--- src/rtl/ecc_log_pkg.sv ---
package ecc_log_pkg;
    // Field widths fixed by the register layout
    localparam int BANK_W = 3;
    localparam int ROW_W  = 16;
    localparam int COL_W  = 12;
    localparam int POS_W  = 7;
    localparam int CNT_W  = 8;
    localparam int REG_W  = 32;
    localparam int OFS_W  = 12;
    localparam int LOC_W  = BANK_W + ROW_W + COL_W;

    // Register offsets
    localparam logic [OFS_W-1:0] OFS_BUS_CFG  = 12'h000;
    localparam logic [OFS_W-1:0] OFS_ECC_CTRL = 12'h0C4;
    localparam logic [OFS_W-1:0] OFS_CE_LOG   = 12'h0C8;
    localparam logic [OFS_W-1:0] OFS_CE_LOC   = 12'h0CC;
    localparam logic [OFS_W-1:0] OFS_CE_DATA  = 12'h0D0;
    localparam logic [OFS_W-1:0] OFS_UE_LOG   = 12'h0DC;
    localparam logic [OFS_W-1:0] OFS_UE_LOC   = 12'h0E0;
    localparam logic [OFS_W-1:0] OFS_UE_DATA  = 12'h0E4;
    localparam logic [OFS_W-1:0] OFS_STATS    = 12'h0F0;
    localparam logic [OFS_W-1:0] OFS_ECC_MODE = 12'h0F4;

    // Encodings that mark ECC as usable
    localparam logic [2:0] MODE_SECDED = 3'd4;
    localparam logic [1:0] WIDTH_HALF  = 2'd1;

    typedef enum logic [1:0] {
        LOG_EMPTY = 2'd0,
        LOG_HELD  = 2'd1,
        LOG_CLEAR = 2'd2
    } log_state_e;
endpackage

--- src/rtl/ecc_log_chan.sv ---
module ecc_log_chan
    import ecc_log_pkg::*;
#(
    parameter int LOC_BITS  = LOC_W,
    parameter int DATA_BITS = 32,
    parameter int POS_BITS  = POS_W,
    parameter int CNT_BITS  = CNT_W
) (
    input  logic                 clk,
    input  logic                 rst_n,
    input  logic                 evt_i,
    input  logic                 clr_i,
    input  logic [LOC_BITS-1:0]  loc_i,
    input  logic [DATA_BITS-1:0] data_i,
    input  logic [POS_BITS-1:0]  pos_i,
    output logic                 valid_o,
    output logic [CNT_BITS-1:0]  cnt_o,
    output logic [LOC_BITS-1:0]  loc_o,
    output logic [DATA_BITS-1:0] data_o,
    output logic [POS_BITS-1:0]  pos_o
);
    localparam logic [CNT_BITS-1:0] CNT_MAX = '1;
    localparam logic [CNT_BITS-1:0] CNT_ONE = CNT_BITS'(1);

    log_state_e state_q, state_d;

    // State register
    always_ff @(posedge clk) begin
        if (!rst_n) state_q <= LOG_EMPTY;
        else        state_q <= state_d;
    end

    // Transitions: a held clear wins over everything
    always_comb begin
        state_d = state_q;
        if (clr_i) begin
            state_d = LOG_CLEAR;
        end else begin
            unique case (state_q)
                LOG_EMPTY: if (evt_i) state_d = LOG_HELD;
                LOG_HELD:  state_d = LOG_HELD;
                LOG_CLEAR: state_d = LOG_EMPTY;
                default:   state_d = LOG_EMPTY;
            endcase
        end
    end

    // Captured fields and counter
    always_ff @(posedge clk) begin
        if (!rst_n || clr_i) begin
            cnt_o  <= '0;
            loc_o  <= '0;
            data_o <= '0;
            pos_o  <= '0;
        end else if (state_q == LOG_EMPTY && evt_i) begin
            cnt_o  <= CNT_ONE;
            loc_o  <= loc_i;
            data_o <= data_i;
            pos_o  <= pos_i;
        end else if (state_q == LOG_HELD && evt_i && cnt_o != CNT_MAX) begin
            cnt_o  <= cnt_o + CNT_ONE;
        end
    end

    assign valid_o = (state_q == LOG_HELD);


    cnt_sat_chk: assert property (@(posedge clk) disable iff (!rst_n)
        (cnt_o == CNT_MAX && evt_i && !clr_i) |=> (cnt_o == CNT_MAX));

    clr_wipe_chk: assert property (@(posedge clk) disable iff (!rst_n)
        clr_i |=> (cnt_o == '0 && !valid_o));

    first_keep_chk: assert property (@(posedge clk) disable iff (!rst_n)
        (valid_o && !clr_i) |=> ($stable(loc_o) && $stable(data_o) && $stable(pos_o)));

    valid_cnt_chk: assert property (@(posedge clk) disable iff (!rst_n)
        valid_o |-> (cnt_o != '0));
endmodule

--- src/rtl/ecc_cfg_regs.sv ---
module ecc_cfg_regs
    import ecc_log_pkg::*;
(
    input  logic             clk,
    input  logic             rst_n,
    input  logic             wr_en_i,
    input  logic [OFS_W-1:0] addr_i,
    input  logic [REG_W-1:0] wdata_i,
    output logic [1:0]       width_o,
    output logic [2:0]       mode_o,
    output logic [1:0]       clr_o,
    output logic             ecc_active_o
);
    logic unused_wbits;
    assign unused_wbits = ^wdata_i[REG_W-1:4];

    always_ff @(posedge clk) begin
        if (!rst_n) begin
            width_o <= '0;
            mode_o  <= '0;
            clr_o   <= '0;
        end else if (wr_en_i) begin
            unique case (addr_i)
                OFS_BUS_CFG:  width_o <= wdata_i[3:2];
                OFS_ECC_MODE: mode_o  <= wdata_i[2:0];
                OFS_ECC_CTRL: clr_o   <= wdata_i[1:0];
                default: ;
            endcase
        end
    end

    assign ecc_active_o = (mode_o == MODE_SECDED) && (width_o == WIDTH_HALF);


    ctrl_load_chk: assert property (@(posedge clk) disable iff (!rst_n)
        (wr_en_i && addr_i == OFS_ECC_CTRL) |=> (clr_o == $past(wdata_i[1:0])));

    no_write_hold_chk: assert property (@(posedge clk) disable iff (!rst_n)
        !wr_en_i |=> ($stable(width_o) && $stable(mode_o) && $stable(clr_o)));
endmodule

--- src/rtl/ecc_err_log_regs.sv ---
module ecc_err_log_regs
    import ecc_log_pkg::*;
#(
    parameter int WORD_W = 64
) (
    input  logic              clk,
    input  logic              rst_n,
    input  logic              ce_evt,
    input  logic              ue_evt,
    input  logic [BANK_W-1:0] evt_bank,
    input  logic [ROW_W-1:0]  evt_row,
    input  logic [COL_W-1:0]  evt_col,
    input  logic [WORD_W-1:0] evt_data,
    input  logic [POS_W-1:0]  evt_bitpos,
    input  logic [OFS_W-1:0]  bus_addr,
    input  logic              bus_wr,
    input  logic [REG_W-1:0]  bus_wdata,
    output logic [REG_W-1:0]  bus_rdata,
    output logic              ecc_active
);
    localparam int CAP_W = REG_W;

    logic [LOC_W-1:0] evt_loc;
    logic [CAP_W-1:0] evt_low;
    logic             unused_hi;

    assign evt_loc   = {evt_bank, evt_row, evt_col};
    assign evt_low   = evt_data[CAP_W-1:0];
    assign unused_hi = ^evt_data;

    logic [1:0] width_q;
    logic [2:0] mode_q;
    logic [1:0] clr_q;

    ecc_cfg_regs u_cfg (
        .clk          (clk),
        .rst_n        (rst_n),
        .wr_en_i      (bus_wr),
        .addr_i       (bus_addr),
        .wdata_i      (bus_wdata),
        .width_o      (width_q),
        .mode_o       (mode_q),
        .clr_o        (clr_q),
        .ecc_active_o (ecc_active)
    );

    // Index 0: uncorrectable, index 1: correctable (matches clear bits)
    logic             lg_evt   [2];
    logic [POS_W-1:0] lg_posin [2];
    logic             lg_valid [2];
    logic [CNT_W-1:0] lg_cnt   [2];
    logic [LOC_W-1:0] lg_loc   [2];
    logic [CAP_W-1:0] lg_data  [2];
    logic [POS_W-1:0] lg_pos   [2];

    assign lg_evt[0]   = ue_evt;
    assign lg_evt[1]   = ce_evt;
    assign lg_posin[0] = '0;
    assign lg_posin[1] = evt_bitpos;

    for (genvar k = 0; k < 2; k++) begin : g_log
        ecc_log_chan #(
            .LOC_BITS  (LOC_W),
            .DATA_BITS (CAP_W),
            .POS_BITS  (POS_W),
            .CNT_BITS  (CNT_W)
        ) u_chan (
            .clk     (clk),
            .rst_n   (rst_n),
            .evt_i   (lg_evt[k]),
            .clr_i   (clr_q[k]),
            .loc_i   (evt_loc),
            .data_i  (evt_low),
            .pos_i   (lg_posin[k]),
            .valid_o (lg_valid[k]),
            .cnt_o   (lg_cnt[k]),
            .loc_o   (lg_loc[k]),
            .data_o  (lg_data[k]),
            .pos_o   (lg_pos[k])
        );
    end

    // Read mux, no side effects
    always_comb begin
        bus_rdata = '0;
        unique case (bus_addr)
            OFS_BUS_CFG:  bus_rdata = REG_W'({width_q, 2'b00});
            OFS_ECC_CTRL: bus_rdata = REG_W'(clr_q);
            OFS_ECC_MODE: bus_rdata = REG_W'(mode_q);
            OFS_CE_LOG:   bus_rdata = REG_W'({lg_pos[1], lg_valid[1]});
            OFS_CE_LOC:   bus_rdata = REG_W'(lg_loc[1]);
            OFS_CE_DATA:  bus_rdata = lg_data[1];
            OFS_UE_LOG:   bus_rdata = REG_W'(lg_valid[0]);
            OFS_UE_LOC:   bus_rdata = REG_W'(lg_loc[0]);
            OFS_UE_DATA:  bus_rdata = lg_data[0];
            OFS_STATS:    bus_rdata = REG_W'({lg_cnt[1], lg_cnt[0]});
            default:      bus_rdata = '0;
        endcase
    end

    logic unused_uepos;
    assign unused_uepos = ^lg_pos[0];
endmodule

--- config.mk ---
export PLATFORM = sky130hd
export DESIGN_NAME = ecc_err_log_regs
export DESIGN_NICKNAME = d
export VERILOG_FILES = /design/src/rtl/ecc_log_pkg.sv /design/src/rtl/ecc_log_chan.sv /design/src/rtl/ecc_cfg_regs.sv /design/src/rtl/ecc_err_log_regs.sv
export SDC_FILE = /design/constraint.sdc
export NUM_CORES = 1
export LEC_CHECK = 0
export ABC_AREA = 0
export BUFFER_PORTS_ARGS = -buffer_cell sky130_fd_sc_hd__buf_2
export CAP_MARGIN = 20
export CORE_MARGIN = 2
export CORE_UTILIZATION = 30
export DETAILED_ROUTE_END_ITERATION = 8
export REMOVE_ABC_BUFFERS = 1
export SYNTH_ARGS = -nofsm -noshare
export SYNTH_HDL_FRONTEND = slang
export SYNTH_SLANG_ARGS = --single-unit
--- constraint.sdc ---
create_clock -name clk -period 2.74 [get_ports clk]
set_input_delay 0.411 -clock clk [delete_from_list [all_inputs] [get_ports clk]]
set_output_delay 0.411 -clock clk [all_outputs]
set_load 0.01 [all_outputs]
; Yosys cells after proc, flatten, opt, wreduce, memory -nomap -nowiden
; Cells that the tools add are included.
[word_totals]
word_cells = 71
ff_bits = 160
out_inout_bits = 33
inputBits = 151
[op_classes]
bitwise_logic = 1
addsub = 2
eq_ne = 19
muxes = 11
n_reduce_logical = 22
[op_table]
columns = cell, count
row1 = case mux 32 bit (10 select lines), 1
row2 = == test 12 x 8 -> 1 bit (second input constant), 9
row3 = adder 8 x 1 -> 8 bit (second input constant), 2
row4 = inequality test 8 bit (second input constant), 2
row5 = zero test 12 bit, 1
row6 = 2-to-1 mux 2 bit, 4
row7 = case mux 2 bit (2 select lines), 2
row8 = OR reduction 2 bit, 4
row9 = logical AND 1 bit, 7
row10 = == test 2 x 1 -> 1 bit (second input constant), 3
row11 = inequality test 3 bit (second input constant), 2
row12 = AND reduction 2 bit, 3
row13 = zero test 2 bit, 2
row14 = 2-to-1 mux 1 bit, 4
row15 = inequality test 2 bit (second input constant), 2
row16 = nonzero test 2 bit, 2
row17 = == test 3 bit (second input constant), 1
row18 = logical OR 1 bit, 2
row19 = zero test 1 bit, 1
row20 = inverter 1 bit, 1

; Longest topological paths before layout
; Gate-level depths: netlist of the first run.
[logic_depth]
word_depth = 5
mapped_depth = 7
mapped_depth_nobuf = 5

; By module
; A second synthesis of the first run with hierarchy kept.
[unflattened]
hier_cells = 959
hier_area_um2 = 7644.8
[modules_own_cells]
columns = mod, seq_area_each_um2, instances, cells_each, area_each_um2
row1 = ecc_log_chan, 1601.5, 2, 367, 2967.8
row2 = ecc_err_log_regs, 0.0, 1, 188, 1326.3
row3 = ecc_cfg_regs, 140.1, 1, 37, 382.9

; Worst setup path after synthesis of the first run
; Ideal clock, no wire load.
[synth_timing]
kind = input to output
startpoint = input bus_addr[9]
endpoint = output bus_rdata[17]
n_path_buf = 2
path_slack_ns = 0.155
stages = 6
arrival_ns = 2.174
t_required_ns = 2.329
cell_sequence = or4_1 -> buf_2 -> or2_4 -> or3_1 -> clkbuf_1 -> o21ai_0
[synth_via]
elab_chain_len = 2
word_cells_on_any_way = 11
classes_between = eq/ne (9) / mux (1) / reduce/logical (1)
[synth_rtl]
columns = element, line_no
row1 = from (decl), ecc_err_log_regs.sv:15  ; input logic [OFS_W-1:0] bus_addr,
row2 = == test 12 x 8 -> 1 bit / zero test 12 bit (equally long branches), ecc_err_log_regs.sv:86  ; unique case (bus_addr)
row3 = case mux 32 bit (10 select lines) (*), ecc_err_log_regs.sv:86
row4 = to (decl), ecc_err_log_regs.sv:18  ; output logic [REG_W-1:0] bus_rdata,
; Mark *: on every way between the ends. The rest lies on a longest branch, timed or not.

; Worst setup path after layout of the first run
[layout_timing]
startpoint = input bus_addr[9]
endpoint = output bus_rdata[0]
; The elaborated chain is that of the path after synthesis.

==> results of run 1 <==
==> cell usage in the layout (no fill, tap or decap), types with 11 or more instances in the layout <==
cell,Yosys,routed
dfxtp_1,160,160
inv_1,11,11
mux2i_1,42,42
nor2_1,18,18
nand2_1,289,288
buf_2,3,123
o21ai_0,19,14
buf_4,0,29
a22oi_1,22,22
clkbuf_16,0,17
a21oi_1,140,140
==> worst max-delay path, stage by stage <==
cell      delay, ps
buf_2           110
or4_4           550
buf_4           180
nor4_4          290
buf_4           170
nand2_1          60
o311ai_0        220
buf_2           270
==> synth_stat cells, drive strengths merged, types with 6 or more instances <==
cell    number  area [sq um]
nand2      289          1080
dfxtp      160          3200
a21oi      140           701
clkbuf      57           214
mux2i       42           420
a22oi       22           165
o21ai       19          95.1
nor2        18          67.6
inv         11          41.3
buf         10          48.8
nand3       10          50.1
nor3         9          45.0
a221o        7          70.1
nand2b       7          43.8
nor4         6          37.5
o22ai        6          37.5
==> how the worst min path moves through the flow <==
stage	to	slack (ps)	cells past startpoint
5_1_grt	g_log[1].u_chan.pos_o[1]	200	3
3_3_place_gp	g_log[0].u_chan.data_o[2]	440	2
2_1_floorplan	g_log[0].u_chan.data_o[4]	430	2
6_report	g_log[1].u_chan.pos_o[4]	220	3
4_1_cts	g_log[1].u_chan.pos_o[4]	200	3
3_5_place_dp	g_log[0].u_chan.data_o[6]	440	2
==> routing by layer <==
metal / wire [um] / vias up
met5: 13 / -
met4: 291 / 2
met3: 988 / 23
met2: 10200 / 150
met1: 10200 / 3116
li1: - / 3329
==> logic make-up (layout without fill, tap and decap cells) <==
family | count (synthesis) | in the layout | synth area share
multiplexers | 47 | 47 | 0.0673
XOR/XNOR | 8 | 8 | 0.00990
other | 0 | 1 | 0
AND/OR/NAND/NOR | 384 | 384 | 0.236
adder cells (fa/ha/maj) | 2 | 2 | 0.00353
buffers and inverters | 78 | 200 | 0.0429
flip-flops | 160 | 160 | 0.452
AO/OA/AOI/OAI | 224 | 224 | 0.188
==> power groups by stage <==
stage / logic (W) / registers (W) / clock network [W]
global route: 0.000580 / 0.00252 / 0.00252
global placement: 0.000513 / 0.00255 / 0
CTS: 0.000523 / 0.00250 / 0.00240
detailed placement: 0.000519 / 0.00256 / 0
floorplan: 0.000281 / 0.00254 / 0
finish: 0.000520 / 0.00250 / 0.00235
==> area by class of cell <==
cell class	count	area (sq um)
Antenna cell	1	2.50
Clock buffer	17	425
Clock inverter	15	148
Fill cell	2487	14600
Inverter	11	41.3
Multi-Input combinational cell	665	3610
Sequential cell	160	3200
Tap cell	319	399
Timing Repair Buffer	157	925
==> per-stage QoR <==
| step | instance area (sq um) | instances | util |
|---|---|---|---|
| finish | 8750 | 1345 | 0.375 |
| detailed placement | 8160 | 1312 | 0.350 |
| global placement | 8160 | 1312 | 0.350 |
| CTS | 8750 | 1344 | 0.375 |
| floorplan | 6820 | 836 | - |
| global route | 8750 | 1344 | 0.375 |
==> what timing repair did <==
action	CTS	global route
setup endpoints to repair	9	18
hold endpoints to repair	0	0
gates resized for setup	4	4
==> state kept, by name, summed over array words and instances (netlist names) <==
register,flops
g_log.u_chan.cnt_o,16
g_log.u_chan.loc_o,62
u_cfg.mode_o,3
g_log.u_chan.state_q,4
g_log.u_chan.pos_o,7
g_log.u_chan.data_o,64
u_cfg.width_o,2
u_cfg.clr_o,2
==> qor.csv, run 1 <==
stage,metric,value,unit
power,Max VDD drop,0.000397,V
logic_synthesis,post-synthesis register bit count,160,
logic_synthesis,Main synth FF type,dfxtp_1,
power,Combinational Power Share,0.097,
critical_path,Setup crit start kind,input pin,
timing,fin crit share,0.973,
timing,Slew Limit Fails,0,
global_routing,gr ovfl total,0,
timing,final setup margin,73.2,ps
global_routing,Total GRT Usage,0.177,
power,PwrDens,614,nW/um^2
logic_synthesis,synth unique cells,58,
hold_path,Worst Hold Class,input pin to flop,
timing,slew at the pin closest to its max-slew limit,805,ps
critical_path,RR Endpoint,g_log[1].u_chan.loc_o[0],
global_routing,met3 GRT Util,0.0419,
critical_path,CP startpoint,bus_addr[9],
floorplan,area of the die,24800,sq um
power,Leak Pwr,3.51,nW
clocking,total CTS buffers,17,
clocking,Clock transition at path regs,70,ps
cells_and_area,Final Net Count,1165,
logic_synthesis,Syn Inst Count,903,
timing,Setup Total Neg Slack,0,ps
routing,vias,6620,
timing,final hold violation count,0,
cells_and_area,share of layout cells above drive strength 1,0.203,
global_routing,vias in the first global route,6212,
logic_synthesis,fraction of registers with async set/reset,0,
critical_path,crit path max fanout,5,
routing,First-pass DRT Iterations,5,
power,sequential power share,0.466,
power,Clock Power Share,0.438,
timing,setup violators final,0,
critical_path,FF-to-FF path depth,4,
logic_synthesis,syn avg cell area,7.84,sq um
power,Final Power,0.00537,W
run_status,status,"finished, final reports clean",
global_routing,first-pass GRT wire length,34000,um
power,Internal Pwr Total,0.00392,W
critical_path,WP data required,2330,ps
clocking,CTS tree,yes,
global_routing,met2 usage,0.288,
floorplan,Die X-Extent,158,um
critical_path,WS Path Type,input pin to output port,
placed_design,Port Buffer Count,123,
logic_synthesis,sequential-to-total area share from yosys stat,0.452,
global_routing,initial antenna violation count,1,
critical_path,Critical Path End Type,output port,
hold_path,min-delay src,evt_bitpos[4],
clocking,htree depth,4,
clocking,clk_lat worst skew,430,ps
logic_synthesis,cell area after synthesis,7080,sq um
clocking,Max Buffers Root-to-Sink,2,
timing,Worst Hold Margin,216,ps
clocking,cts hold-fix bufs,0,
clocking,CTS root buffer,clkbuf_16,
floorplan,Top Ports,184,
timing,slew margin rel.,0.463,
global_routing,busiest grt layer,met2,
placed_design,Routability Congestion,0.817,
routing,WL/cell,16.2,um
routing,remaining antenna violation count,0,
floorplan,DIE HEIGHT,158,um
clocking,clk sinks,160,
routing,final WL,21700,um
power,Sw Ratio,0.271,
cells_and_area,Layout area overhead,23.7,%
floorplan,core area,23300,sq um
power,Psw,0.00146,W
placed_design,pre-CTS setup slack,-17.3,ps
timing,skew final,7.65,ps
placed_design,Final HPWL DP,14700,um
global_routing,met1 Use GR,0.234,
clocking,Post-CTS Setup Bufs,0,
global_routing,largest net degree at the start of global routing,71,
routing,DR DRC count,0,
logic_synthesis,Post-synth EDFFs,0,
timing,FMAX,375,MHz
floorplan,num rows,56,
critical_path,worst path arrival time,2260,ps
timing,RSZ-0062 raised after global routing,false,
critical_path,reg-to-reg critical path startpoint,g_log[1].u_chan.state_q[1],
critical_path,register-to-register setup slack,880,ps
logic_synthesis,yosys warns,0,
floorplan,Initial Util,0.303,
job,Max Cap Viol,0,
timing,Final min period,2670,ps
critical_path,worst setup path endpoint,bus_rdata[0],
routing,DR vias/cell,4.92,
routing,Iteration-0 DRC Markers,450,
No activity file was read; power rests on OpenSTA's default activity.
==> run 2: changes to the inputs <==
Settings changed: CAP_MARGIN 20 to default, RECOVER_POWER from default to 50.
==> run 2 against run 1 <==
Against the previous run: sequential share of layout area up 0.068 points; combinational power about the same; largest cell class unchanged; first-iteration DRC count down 4.9%; count of clock-buffer cells in the layout unchanged; non-clock buffer count unchanged; largest power group unchanged; sequential cell count unchanged; sequential power about the same; via count about the same; hold slack better by 2.0 ps; worst setup slack about the same.
==> qor.csv, run 2 (synthesized netlist as in run 1, its figures left out) <==
stage,metric,value,unit
power,Max VDD drop,0.000395,V
cells_and_area,Final Net Count,1165,
timing,slew at the pin closest to its max-slew limit,1310,ps
clocking,CTS root buffer,clkbuf_16,
cells_and_area,share of layout cells above drive strength 1,0.198,
clocking,htree depth,4,
floorplan,DIE HEIGHT,158,um
clocking,CTS tree,yes,
job,Max Cap Viol,0,
timing,setup violators final,0,
critical_path,Setup crit start kind,input pin,
clocking,Post-CTS Setup Bufs,0,
timing,Setup Total Neg Slack,0,ps
routing,DR DRC count,0,
timing,slew margin rel.,0.124,
hold_path,Worst Hold Class,input pin to flop,
cells_and_area,"commonest non-fill, non-tap cells in the layout","nand2_1, dfxtp_1, a21oi_1",
clocking,total CTS buffers,17,
routing,DR vias/cell,4.92,
cells_and_area,Top reg by flops,g_log.u_chan.data_o,
cells_and_area,fin util,0.375,
timing,Slew Limit Fails,0,
cells_and_area,FILL cells,2491,
critical_path,worst path arrival time,2260,ps
global_routing,Total GRT Usage,0.177,
timing,Final min period,2670,ps
clocking,clk_lat worst skew,420,ps
routing,Routed met3 length,992,um
cells_and_area,"commonest non-fill, non-tap cell in the layout",nand2_1,
clocking,cts hold-fix bufs,0,
run_status,status,"finished, final reports clean",
power,Leak Pwr,3.50,nW
floorplan,Top Ports,184,
floorplan,core area,23300,sq um
routing,vias,6614,
routing,met2 routed WL,10200,um
routing,Iteration-0 DRC Markers,428,
critical_path,WS Path Type,input pin to output port,
cells_and_area,max reg flops,64,
floorplan,Initial Util,0.303,
routing,Max Used Layer,met5,
routing,WL/cell,16.1,um
global_routing,largest net degree at the start of global routing,71,
clocking,Max Buffers Root-to-Sink,2,
placed_design,Final HPWL DP,14700,um
cells_and_area,Largest regs,"g_log.u_chan.data_o: 64 flops, g_log.u_chan.loc_o: 62 flops, g_log.u_chan.cnt_o: 16 flops",
cells_and_area,Layout area overhead,23.4,%
timing,FMAX,375,MHz
global_routing,vias in the first global route,6212,
floorplan,area of the die,24800,sq um
routing,First-pass DRT Iterations,6,
clocking,Clock transition at path regs,70,ps
routing,final WL,21700,um
power,PwrDens,614,nW/um^2
routing,remaining antenna violation count,0,
global_routing,gr ovfl total,0,
clocking,clk sinks,160,
routing,DRT met1 WL,10200,um
timing,skew final,6.96,ps
critical_path,crit path max fanout,5,
timing,RSZ-0062 raised after global routing,false,
placed_design,Routability Congestion,0.817,
floorplan,num rows,56,
global_routing,initial antenna violation count,1,
timing,fin crit share,0.973,
clocking,post-cts sizing count,4,
timing,final hold violation count,0,
critical_path,WP data required,2330,ps
floorplan,Die X-Extent,158,um
global_routing,first-pass GRT wire length,34000,um
placed_design,Port Buffer Count,123,
critical_path,Critical Path End Type,output port,
[run 2: where the power goes]
group	internal [W]	switching [W]
Combinational	0.000194	0.000323
Clock	0.00128	0.00106
Sequential	0.00244	0.0000613
[run 2: final timing paths]
check                                   from                    endpoint  slack (ps)  cells after the start
setup / recovery                 bus_addr[9]                bus_rdata[0]          70                      8
hold / removal                 evt_bitpos[4]    g_log[1].u_chan.pos_o[4]         220                      3
setup reg to reg              u_cfg.clr_o[0]  g_log[0].u_chan.data_o[17]         420                      3
hold reg to reg   g_log[0].u_chan.data_o[22]  g_log[0].u_chan.data_o[22]         450                      2
[run 2: area by class of cell]
type	count	area (sq um)	share of cell area
multi-input combinational	665	3610	0.413
sequential	160	3200	0.367
tap	319	399	0.0457
timing repair buffer	157	911	0.104
clock inverter	15	148	0.0169
clock buffer	17	425	0.0487
inverter	11	41.3	0.00473
antenna	1	2.50	0.000286
[run 2: critical path, cell delays in order]
cell      delay [ps]
buf_2            110
or4_4            550
buf_4            180
nor4_4           290
buf_4            170
nand2_1           60
o311ai_0         220
buf_2            270
[run 2: routing by layer]
metal  vias to the layer above  track usage
met5                         -            0
met4                         2       0.0476
met3                        21       0.0419
met2                       141        0.288
met1                      3117        0.234
li1                       3333            -
[run 2: through the flow]
| step | area, sq um | setup slack, ps | total power, W | hold slack (ps) | std cells |
|---|---|---|---|---|---|
| final | 8740 | 73.6 | 0.00537 | 219 | 1345 |
| after floorplan | 6820 | -1750 | 0.00282 | 432 | 836 |
| after global placement | 8160 | -60.5 | 0.00306 | 440 | 1312 |
| after detailed placement | 8160 | -17.3 | 0.00308 | 445 | 1312 |
| after CTS | 8750 | 5.68 | 0.00542 | 201 | 1344 |
| after global routing | 8740 | 5.54 | 0.00561 | 205 | 1344 |
